==> config.mk <==
export PLATFORM = sky130hd
export DESIGN_NAME = fwd_unit
export DESIGN_NICKNAME = d
export VERILOG_FILES = /design/src/rtl/fwd_pkg.sv /design/src/rtl/fwd_select.sv /design/src/rtl/fwd_opmux.sv /design/src/rtl/rf_bypass.sv /design/src/rtl/fwd_unit.sv
export SDC_FILE = /design/constraint.sdc
export NUM_CORES = 1
export LEC_CHECK = 0
export ABC_AREA = 1
export BUFFER_PORTS_ARGS = -buffer_cell sky130_fd_sc_hd__clkbuf_2
export CAP_MARGIN = 10
export CORE_AREA = 5 5 136 138
export DETAILED_ROUTE_END_ITERATION = 10
export DIE_AREA = 0 0 141 143
export PLACE_DENSITY_LB_ADDON = 0.05
export SLEW_MARGIN = 0
export SYNTH_ARGS = -nofsm -noshare
export SYNTH_HDL_FRONTEND = slang
export SYNTH_HIERARCHICAL = 1
export SYNTH_SLANG_ARGS = --single-unit
==> constraint.sdc <==
create_clock -name vclk -period 2.4
set_clock_uncertainty 0.2 [all_clocks]
set_input_delay 0.12 -clock vclk [all_inputs]
set_output_delay 0.12 -clock vclk [all_outputs]
set_load 0.01 [all_outputs]
==> src/rtl/fwd_pkg.sv <==
package fwd_pkg;
  // operand source codes; the ALU input mux decodes these
  typedef enum logic [1:0] {
    FWD_SEL_RF  = 2'b00,
    FWD_SEL_RES = 2'b01,
    FWD_SEL_WB  = 2'b10
  } fwd_sel_e;
endpackage

==> src/rtl/fwd_select.sv <==
module fwd_select
  import fwd_pkg::*;
#(
  parameter int AW = 5
) (
  input  logic [AW-1:0] src,
  input  logic          res_vld,
  input  logic          res_wen,
  input  logic          res_load,
  input  logic [AW-1:0] res_rd,
  input  logic          wb_vld,
  input  logic          wb_wen,
  input  logic [AW-1:0] wb_rd,
  output fwd_sel_e      sel
);
  localparam logic [AW-1:0] ZERO_REG = '0;

  logic src_live;
  logic res_hit;
  logic wb_hit;

  always_comb begin
    src_live = (src != ZERO_REG);
    // a load in the Result register is not yet available: delayed load
    res_hit  = src_live && res_vld && res_wen && !res_load && (res_rd == src);
    wb_hit   = src_live && wb_vld && wb_wen && (wb_rd == src);
    if (res_hit)     sel = FWD_SEL_RES;
    else if (wb_hit) sel = FWD_SEL_WB;
    else             sel = FWD_SEL_RF;
  end
endmodule

==> src/rtl/fwd_opmux.sv <==
module fwd_opmux
  import fwd_pkg::*;
#(
  parameter int XW = 32
) (
  input  fwd_sel_e      sel,
  input  logic          src_zero,
  input  logic [XW-1:0] rf_val,
  input  logic [XW-1:0] res_data,
  input  logic [XW-1:0] wb_data,
  output logic [XW-1:0] opnd
);
  always_comb begin
    unique case (sel)
      FWD_SEL_RES: opnd = res_data;
      FWD_SEL_WB:  opnd = wb_data;
      default:     opnd = src_zero ? '0 : rf_val;
    endcase
  end
endmodule

==> src/rtl/rf_bypass.sv <==
module rf_bypass #(
  parameter int AW = 5,
  parameter int XW = 32
) (
  input  logic [AW-1:0] addr,
  input  logic [XW-1:0] raw,
  input  logic          wb_vld,
  input  logic          wb_wen,
  input  logic [AW-1:0] wb_rd,
  input  logic [XW-1:0] wb_data,
  output logic [XW-1:0] data
);
  localparam logic [AW-1:0] ZERO_REG = '0;

  always_comb begin
    if (addr == ZERO_REG)                          data = '0;
    else if (wb_vld && wb_wen && (wb_rd == addr))  data = wb_data;
    else                                           data = raw;
  end
endmodule

==> src/rtl/fwd_unit.sv <==
module fwd_unit
  import fwd_pkg::*;
#(
  parameter int AW = 5,
  parameter int XW = 32
) (
  input  logic [AW-1:0] ex_src_a,
  input  logic [AW-1:0] ex_src_b,
  input  logic [XW-1:0] ex_rf_a,
  input  logic [XW-1:0] ex_rf_b,
  input  logic          res_vld,
  input  logic          res_wen,
  input  logic          res_load,
  input  logic [AW-1:0] res_rd,
  input  logic [XW-1:0] res_data,
  input  logic          wb_vld,
  input  logic          wb_wen,
  input  logic [AW-1:0] wb_rd,
  input  logic [XW-1:0] wb_data,
  input  logic [AW-1:0] id_addr_a,
  input  logic [AW-1:0] id_addr_b,
  input  logic [XW-1:0] id_raw_a,
  input  logic [XW-1:0] id_raw_b,
  output logic [1:0]    sel_a,
  output logic [1:0]    sel_b,
  output logic [XW-1:0] opnd_a,
  output logic [XW-1:0] opnd_b,
  output logic [XW-1:0] id_data_a,
  output logic [XW-1:0] id_data_b
);
  localparam int NPORT = 2;
  localparam logic [AW-1:0] ZERO_REG = '0;

  logic [AW-1:0] src_v  [NPORT];
  logic [XW-1:0] rf_v   [NPORT];
  logic [AW-1:0] ida_v  [NPORT];
  logic [XW-1:0] idr_v  [NPORT];
  fwd_sel_e      sel_v  [NPORT];
  logic [XW-1:0] opnd_v [NPORT];
  logic [XW-1:0] idd_v  [NPORT];

  always_comb begin
    src_v[0] = ex_src_a;  src_v[1] = ex_src_b;
    rf_v[0]  = ex_rf_a;   rf_v[1]  = ex_rf_b;
    ida_v[0] = id_addr_a; ida_v[1] = id_addr_b;
    idr_v[0] = id_raw_a;  idr_v[1] = id_raw_b;
  end

  for (genvar i = 0; i < NPORT; i++) begin : g_port
    fwd_select #(.AW(AW)) u_sel (
      .src(src_v[i]), .res_vld(res_vld), .res_wen(res_wen), .res_load(res_load),
      .res_rd(res_rd), .wb_vld(wb_vld), .wb_wen(wb_wen), .wb_rd(wb_rd),
      .sel(sel_v[i])
    );
    fwd_opmux #(.XW(XW)) u_mux (
      .sel(sel_v[i]), .src_zero(src_v[i] == ZERO_REG), .rf_val(rf_v[i]),
      .res_data(res_data), .wb_data(wb_data), .opnd(opnd_v[i])
    );
    rf_bypass #(.AW(AW), .XW(XW)) u_byp (
      .addr(ida_v[i]), .raw(idr_v[i]), .wb_vld(wb_vld), .wb_wen(wb_wen),
      .wb_rd(wb_rd), .wb_data(wb_data), .data(idd_v[i])
    );

    always_comb begin
      AST_SEL_LEGAL: assert (sel_v[i] != 2'b11);
      if (sel_v[i] == FWD_SEL_RES)
        AST_RES_VALUE: assert (opnd_v[i] == res_data);
      if (sel_v[i] == FWD_SEL_WB)
        AST_WB_VALUE: assert (opnd_v[i] == wb_data);
      if (res_vld && res_wen && res_load && (res_rd == src_v[i]))
        AST_LOAD_NO_FWD: assert (sel_v[i] != FWD_SEL_RES);
      if (src_v[i] == ZERO_REG)
        AST_ZERO_SRC: assert (sel_v[i] == FWD_SEL_RF && opnd_v[i] == '0);
      if (!res_vld && !wb_vld)
        AST_IDLE_NO_FWD: assert (sel_v[i] == FWD_SEL_RF);
      if (ida_v[i] == ZERO_REG)
        AST_ID_ZERO: assert (idd_v[i] == '0);
    end
  end

  assign sel_a     = sel_v[0];
  assign sel_b     = sel_v[1];
  assign opnd_a    = opnd_v[0];
  assign opnd_b    = opnd_v[1];
  assign id_data_a = idd_v[0];
  assign id_data_b = idd_v[1];
endmodule

==> out/qor.csv <==
metric,value,unit
die_y,143,um
place_hpwl,19300,um
num_vias,7114,
synth-seq-area-share,0,
worstPathRequired,2080,ps
grt_pass1_wl,35700,um
core_area,0.0171,mm^2
antenna_found_initial,1,
intPower,0.374,mW
num-clock-buffers,0,
pwr-share-seq,0,
routed_wirelength,23400,um
wl_per_cell,14.1,um
cts_setup_buffers,0,
endpoint_kind,output port,
nFlopsAndLatches,0,
port_buffers,359,
setup_tns,0,ps
drcViolationCount,0,
drive_gt1_frac,0.294,
cts_resized,0,
rows,48,
ys_types,19,
min_path_cells,4,
preCtsSetupSlack,217,ps
arrival,1840,ps
dieArea,0.0202,mm^2
finalCriticalPeriod,2160,ps
maxSlewHeadroom,0.677,
cp-start-kind,input port,
avgViaCountPerCell,4.29,
powerDensity,140,mW/mm^2
start_util,0.273,
final.period_utilization,0.902,
ant_nets,0,
min_path_type,input port to output port,
final_util,0.385,
synth_area,0.00466,mm^2
n_fill_cell,2140,
multi_input_area,0.00332,mm^2
grt_use_total,0.219,
diodes,0,
hold_start,ex_rf_a[19],
ys_warn_count,6,
path_class,input port to output port,
layout_setup_ws,235,ps
final_area,0.00656,mm^2
syn_inst,1104,
holdPathEnd,opnd_a[19],
drtIter0Drc,363,
vdd_drop_max,0.0680,mV
register_area,0,um^2
pin_count,359,
grt_setup_unrepaired,no,
firstDrtPassIters,7,
grt_max_degree,33,
grt_pass1_vias,6737,
maxCapViolCount,0,
place_area,0.00656,mm^2
finalSetupViolations,0,
pwr-share-comb,1.000,
holdWs,327,ps
status,finished clean,
synth.avg_cell_area,4.22,um^2
clkPwrFrac,0,
worst_pin_slew,484,ps
leakagePower,5.25,nW
nNetsFinal,1666,
synth_nets,1335,
worst-path-max-fanout,21,
syn2layout_area_growth,40.7,%
ctsHoldBuffers,0,
grt_overflow,0,
slew_violations,0,
gp_congestion,0.825,
hold_viol_final,0,
switching_power,0.546,mW
switching_share,0.593,
die_w,141,um
fmax,0.462,GHz
==> cells in the mapped netlist, types with 4 or more instances <==
cell type,instances,area share
nand2_1,608,0.49
inv_1,238,0.19
nor2_1,90,0.072
nand4_1,66,0.089
buf_2,24,0.026
inv_2,14,0.011
buf_6,12,0.029
buf_4,8,0.013
nor2_2,8,0.011
clkbuf_8,6,0.018
nand2_2,6,0.0081
nor2_4,6,0.014
clkbuf_1,4,0.0032
ha_1,4,0.011
==> power by group through the flow <==
stage                     logic (mW)  registers, mW  clock network [mW]
after CTS                      0.930              0                   0
after global routing            1.04              0                   0
after floorplan                0.456              0                   0
final                          0.920              0                   0
after global placement         0.923              0                   0
after detailed placement       0.926              0                   0
==> metrics by stage <==
step,cells,power [mW]
floorplan,1104,0.456
global placement,1658,0.923
detailed placement,1658,0.926
CTS,1658,0.930
global route,1658,1.04
finish,1658,0.920
==> critical path, cell delays in order <==
cell	delay (ps)
clkbuf_2	110
inv_2	60
nand2_2	50
nand2_1	50
nor2_2	120
nand2_2	70
nor2_4	150
inv_1	60
ha_1	320
inv_2	100
buf_4	290
nand2_1	130
nand2_1	70
clkbuf_2	120
==> cells in the final DEF (no fill, tap or decap) <==
cell,n
nor2_1,90
nand3_1,2
ha_1,4
nor2_2,4
buf_4,24
nand4_1,66
clkbuf_2,359
nor2_4,10
inv_2,14
nand3_2,2
nor4_1,2
nand3b_1,2
buf_12,2
nand2_1,608
nand2_2,6
inv_1,238
==> how the worst max path moves through the flow <==
stage                 endpoint  cells past startpoint        start
CTS                 opnd_b[17]                     14  ex_src_b[3]
global placement    opnd_b[27]                     14    res_rd[3]
detailed placement  opnd_b[17]                     14  ex_src_b[3]
global route        opnd_b[10]                     14    res_rd[0]
finish              opnd_b[13]                     14  ex_src_b[3]
floorplan            opnd_a[0]                     12     res_load
==> per-layer routing <==
metal  vias to the layer above  wire length [um]  share of wire  track usage
li1                       3829                 -              -            -
met2                       265             11400           0.49        0.409
met3                        12              1680          0.072       0.0322
met5                         -                20        0.00086            0
met1                      3006             10100           0.43        0.280
met4                         2               149         0.0064       0.0117
==> cell families (layout without fill, tap and decap cells) <==
group,count (synthesis),in the layout,synth area share
and+or+nand+nor,792,792,0.696
adders and majority gates,4,4,0.0107
buffers and inverters,308,637,0.293
==> final cells by class <==
class                      count  area share
timing repair buffer         385       0.307
multi-input combinational    796       0.505
inverter                     252       0.144
tap                          225      0.0429
No activity file was read; power rests on OpenSTA's default activity.
